<file path="config.mk">
export PLATFORM = sky130hd
export DESIGN_NAME = serial_parity_gc
export DESIGN_NICKNAME = d
export VERILOG_FILES = /design/src/rtl/serial_parity_gc.sv
export SDC_FILE = /design/constraint.sdc
export NUM_CORES = 1
export LEC_CHECK = 0
export CAP_MARGIN = 20
export CORE_AREA = 2 2 39 41
export DETAILED_ROUTE_END_ITERATION = 16
export DIE_AREA = 0 0 41 43
export HOLD_SLACK_MARGIN = 0.12
export SLEW_MARGIN = 20
export SYNTH_ARGS = -nofsm -noshare
export SYNTH_HDL_FRONTEND = slang
export SYNTH_SLANG_ARGS = --single-unit
</file>
<file path="constraint.sdc">
create_clock -name clk -period 1.7 [get_ports clk]
set_input_delay 0.425 -clock clk [delete_from_list [all_inputs] [get_ports clk]]
set_output_delay 0.425 -clock clk [all_outputs]
set_load 0.01 [all_outputs]
</file>
<file path="src/rtl/serial_parity_gc.sv">
module serial_parity_gc #(
  parameter int FRAME_BITS = 10,
  parameter int PAR_SLOT   = 8
) (
  input  logic clk,
  input  logic rst_n,
  input  logic bit_en,
  input  logic frame_sync,
  input  logic kbd_frame,
  input  logic wr_bit,
  input  logic rd_bit,
  output logic wr_serial,
  output logic par_inject,
  output logic blank
);
  localparam int SW = $clog2(FRAME_BITS + 1);
  localparam logic [SW-1:0] FIRST = SW'(1);
  localparam logic [SW-1:0] PSLOT = SW'(PAR_SLOT);
  localparam logic [SW-1:0] LAST  = SW'(FRAME_BITS);

  logic [SW-1:0] slot_q, cur;
  logic gen_odd, chk_odd, blank_q;
  logic data_slot, copy_pt;

  assign cur       = frame_sync ? FIRST : slot_q;
  assign data_slot = cur < PSLOT;
  assign copy_pt   = bit_en && (cur == LAST);

  always_ff @(posedge clk) begin
    if (!rst_n) slot_q <= FIRST;
    else if (bit_en) slot_q <= (cur == LAST) ? FIRST : cur + FIRST;
  end

  always_ff @(posedge clk) begin
    if (!rst_n) gen_odd <= 1'b0;
    else if (bit_en) begin
      if (cur == FIRST) gen_odd <= wr_bit;
      else if (data_slot) gen_odd <= gen_odd ^ wr_bit;
    end
  end

  always_ff @(posedge clk) begin
    if (!rst_n) chk_odd <= 1'b0;
    else if (bit_en) begin
      if (cur == FIRST) chk_odd <= rd_bit;
      else if (cur <= PSLOT) chk_odd <= chk_odd ^ rd_bit;
    end
  end

  always_ff @(posedge clk) begin
    if (!rst_n) blank_q <= 1'b0;
    else if (copy_pt) blank_q <= chk_odd;
  end

  assign par_inject = bit_en && kbd_frame && (cur == PSLOT) && gen_odd;
  assign wr_serial  = (bit_en && kbd_frame && data_slot && wr_bit) || par_inject;
  assign blank      = blank_q;

  AST_INJECT_SLOT_ONLY: assert property (@(posedge clk) disable iff (!rst_n)
    par_inject |-> (slot_q == PSLOT || (frame_sync && PSLOT == FIRST)));
  AST_RECIRC_SILENT: assert property (@(posedge clk) disable iff (!rst_n)
    !kbd_frame |-> (!wr_serial && !par_inject));
  AST_PARITY_EVEN: assert property (@(posedge clk) disable iff (!rst_n)
    (bit_en && kbd_frame && cur == PSLOT) |-> (wr_serial == gen_odd));
  AST_BLANK_HOLD: assert property (@(posedge clk) disable iff (!rst_n)
    !copy_pt |=> $stable(blank));
  AST_SLOT_HOLD: assert property (@(posedge clk) disable iff (!rst_n)
    !bit_en |=> ($stable(slot_q) && $stable(gen_odd) && $stable(chk_odd)));
  AST_SLOT_RANGE: assert property (@(posedge clk) disable iff (!rst_n)
    (slot_q >= FIRST && slot_q <= LAST));
  AST_IDLE_QUIET: assert property (@(posedge clk) disable iff (!rst_n)
    !bit_en |-> !wr_serial);
endmodule

</file>
==> impl_metrics.py, run 1 <==
metrics = {
    "routing": {
        "routedWlPerCell_um": 11.8,
        "firstDrtPassIters": 4,
        "drt-initial-drc-count": 18,
        "avgViaCountPerCell": 5.17,
        "postRouteAntennaNets": 0,
        "totalWireLength_mm": 1.12,
        "vias": 491,
        "drc_errors": 0,
    },
    "logic_synthesis": {
        "synth_compound_area_share_pct": 28.5,
        "synthMuxAreaShare_pct": 4.52,
        "synthTopCellsByArea": "dfxtp_1, nor4b_2, a21oi_1, o21ai_0, nand2_1",
        "synth_cell_types": 30,
        "syn_nets": 65,
        "synthesis.area_um2": 470,
        "synthXorXnorAreaFrac_pct": 0,
        "yosysWarnings": 0,
        "synthAdderAreaFrac_pct": 0,
        "synthCells": 58,
        "seq_area_frac_synth_pct": 29.8,
        "synth_top_family_by_area": "simple AND/OR/NAND/NOR gates",
        "synth-seq-cells": 7,
        "yosysTopAreaCell": "dfxtp_1",
        "yosysTopAreaCellShare_pct": 29.8,
        "synth-simple-area-share_pct": 29.0,
        "syn_area_per_cell_um2": 8.11,
    },
    "global_route": {
        "grt_pass1_wl_mm": 1.97,
        "track_usage_pct": 16.0,
        "antenna_found_initial": 0,
        "grt_max_degree": 11,
        "first_global_vias": 478,
        "gr-total-overflow": 0,
    },
    "worst_setup_path": {
        "reg2reg_from": "slot_q[0]",
        "crit_type": "in2out",
        "startpoint_type": "input port",
        "cp_max_fo": 2,
        "crit_path_end_kind": "output port",
        "worst_path_max_delay_cell": "clkdlybuf4s50_1",
        "r2r-end": "gen_odd",
        "reg2reg_depth": 5,
        "rrSetupSlack_ns": 0.37,
        "slowest_delay_ns": 0.48,
        "crit_chain": "clkdlybuf4s50_1, nand3_1, a21oi_1, buf_2",
        "arrival_ns": 1.26,
        "worstPathRequired_ns": 1.27,
    },
    "timing": {
        "period_minus_slack_ns": 1.68,
        "setup_viol": 0,
        "tns_ns": 0,
        "fin_worst_skew_ns": 0.00920,
        "hold_viol_final": 0,
        "period_share_pct": 99.1,
        "max_clock_freq_ghz": 0.594,
        "slew_headroom_pct": 75.8,
        "worst_slew_pin_slew_ns": 0.359,
        "setup_ws_ns": 0.0155,
        "final_max_slew_viol_count": 0,
        "rsz0062_at_grt": "true",
    },
    "flow_run": {
        "drv_cap": 0,
    },
    "placement": {
        "globalplace.congestion": 0.654,
        "dpl_cell_area_um2": 636,
        "io_buffers": 9,
        "placed_cells": 90,
        "dp_slack_ns": -0.783,
        "place_hpwl_um": 860,
    },
    "floorplan": {
        "initial_core_util_pct": 34.0,
        "dieArea_um2": 1760,
        "coreArea_um2": 1380,
        "num_rows": 14,
        "die_w_um": 41,
        "die_h_um": 43,
        "io_pins": 10,
    },
    "finish": {
        "drive_gt1_share_pct": 34.2,
        "antennaDiodeCount": 0,
        "nNetsFinal": 87,
        "final_cells": 95,
        "final_util_pct": 49.2,
        "final_area_um2": 681,
        "area_growth_pct": 44.7,
    },
    "clocking": {
        "cts_root_buf": "clkbuf_4",
        "cts_made_buffers": 3,
        "cts_max_level": 1,
        "clk_pin_slew_ns": 0.05,
        "clockBufferDepth": 2,
        "cts_num_sinks": 7,
        "cts_tree": "yes",
        "clkLatencyLatePin_ns": 0.25,
    },
    "worst_hold_path": {
        "hold_path_class": "reg2reg",
        "worstHoldStart": "blank",
        "hold_depth": 2,
        "hold_path_end": "blank",
    },
    "run_status": {
        "outcome": "finished clean",
    },
    "power_and_ir_drop": {
        "ir_drop_uv": 511,
        "p_leak_nw": 0.276,
        "p_per_area_nw_per_um2": 630,
    },
}
==> Yosys cell counts <==
library cell  instances
or3_1                 2
o211ai_1              1
nor2_1                2
o2bb2ai_1             1
inv_1                 2
o311ai_0              1
a21boi_1              2
mux2_1                1
nor2b_1               1
nand3b_1              2
a31o_1                1
inv_2                 1
a21oi_1               5
clkbuf_4              1
nand4b_1              1
nand2b_1              3
o21ai_0               5
nand3_1               2
mux2i_1               1
a211oi_2              1
nor3_1                1
dfxtp_1               7
nand2_1               6
clkbuf_1              1
buf_2                 1
nor4b_2               2
buf_6                 1
a211oi_1              1
a21boi_0              1
o21a_1                1
==> power breakdown <==
group | internal [mW] | switching [mW]
Clock | 0.0898 | 0.0657
Sequential | 0.174 | 0.00772
Combinational | 0.0484 | 0.0431
==> final cells by class <==
type / instances / area, µm²
Tap cell: 16 / 20.0
Inverter: 3 / 11.3
Sequential cell: 7 / 141
Multi-Input combinational cell: 44 / 318
Timing Repair Buffer: 21 / 164
Clock buffer: 4 / 26.3
Fill cell: 149 / 703
==> layout by cell type (no fill, tap or decap), drive strengths merged <==
cell type / netlist / routed
clkdlybuf4s50: 0 / 5
nand2: 6 / 6
a21boi: 3 / 3
nor2: 2 / 2
o21a: 1 / 1
dfxtp: 7 / 7
o211ai: 1 / 1
a31o: 1 / 1
nor3: 1 / 1
nand3b: 2 / 2
a211oi: 2 / 2
o311ai: 1 / 1
mux2: 1 / 1
buf: 2 / 15
nor2b: 1 / 1
mux2i: 1 / 1
nor4b: 2 / 2
a21oi: 5 / 5
nand2b: 3 / 3
o2bb2ai: 1 / 1
or3: 2 / 2
nand3: 2 / 2
inv: 3 / 3
o21ai: 5 / 5
nand4b: 1 / 1
clkbuf: 2 / 5
==> cell families (layout without fill, tap and decap cells) <==
kind of cell / Yosys count / after routing
multiplexers: 2 / 2
buffers and inverters: 7 / 28
AO/OA/AOI/OAI: 20 / 20
flip-flops: 7 / 7
AND/OR/NAND/NOR: 22 / 22
==> worst max-delay path by stage <==
stage                     from        end  slack (ns)  depth (start not counted)
finish                  wr_bit  wr_serial        0.02                          4
CTS                  slot_q[2]  wr_serial       -0.03                          5
detailed placement      bit_en  wr_serial       -0.78                          6
floorplan           frame_sync  wr_serial        0.14                          4
global route         slot_q[3]  wr_serial       -0.06                          5
global placement        bit_en  wr_serial       -0.78                          6
==> per-stage QoR <==
stage / hold slack [ns] / power [mW]
after CTS: 0.472 / 0.434
after global routing: 0.496 / 0.461
after detailed placement: 0.461 / 0.275
after floorplan: 0.474 / 0.236
after global placement: 0.458 / 0.273
final: 0.464 / 0.429
==> flip-flops by register name (all words and copies together), names as in the netlist <==
signal   count
blank        1
gen_odd      1
slot_q       4
chk_odd      1
==> worst max-delay path: cells and delay by family <==
kind / cells / cell delay [ns]
AOI/OAI and AO/OA: 1 / 0.13
buffers and inverters: 2 / 0.62
and+or+nand+nor: 1 / 0.08
==> routing by layer <==
layer  track usage [%]  routed length (µm)  vias up
met5                 0                   0        -
met4              2.00                   0        0
met3              6.28                  47        0
met2              26.3                 556       11
met1              19.5                 515      227
li1                  -                   -      253
==> what timing repair did <==
item                                    4_1_cts  5_1_grt
buffers inserted                              1        0
endpoints found under the setup margin        2        2
hold buffers                                  0        0
pin swaps                                     3        3
resized for setup                            19        2
Power figures use the tool's default switching activity.
==> run 2, diff against run 1 <==
--- a/config.mk
+++ b/config.mk
@@ -9,7 +9,8 @@
 export CORE_AREA = 2 2 39 41
 export DETAILED_ROUTE_END_ITERATION = 16
 export DIE_AREA = 0 0 41 43
-export HOLD_SLACK_MARGIN = 0.12
+export HOLD_SLACK_MARGIN = 0.15
+export MAX_ROUTING_LAYER = met4
 export SLEW_MARGIN = 20
 export SYNTH_ARGS = -nofsm -noshare
 export SYNTH_HDL_FRONTEND = slang
==> results of run 2 <==
Final layout, timing and power as in run 1 (identical DEF).
Main changes from that run: final weighted congestion in routability-driven placement 0.654 -> 0.660; overall routing resource usage 16.0% -> 16.4%
==> run 3, diff against run 2 <==
--- a/config.mk
+++ b/config.mk
@@ -5,7 +5,6 @@
 export SDC_FILE = /design/constraint.sdc
 export NUM_CORES = 1
 export LEC_CHECK = 0
-export CAP_MARGIN = 20
 export CORE_AREA = 2 2 39 41
 export DETAILED_ROUTE_END_ITERATION = 16
 export DIE_AREA = 0 0 41 43
==> results of run 3 <==
Final layout, timing and power as in run 1 (identical DEF).
Main changes from that run: final weighted congestion in routability-driven placement 0.654 -> 0.660; overall routing resource usage 16.0% -> 16.4%
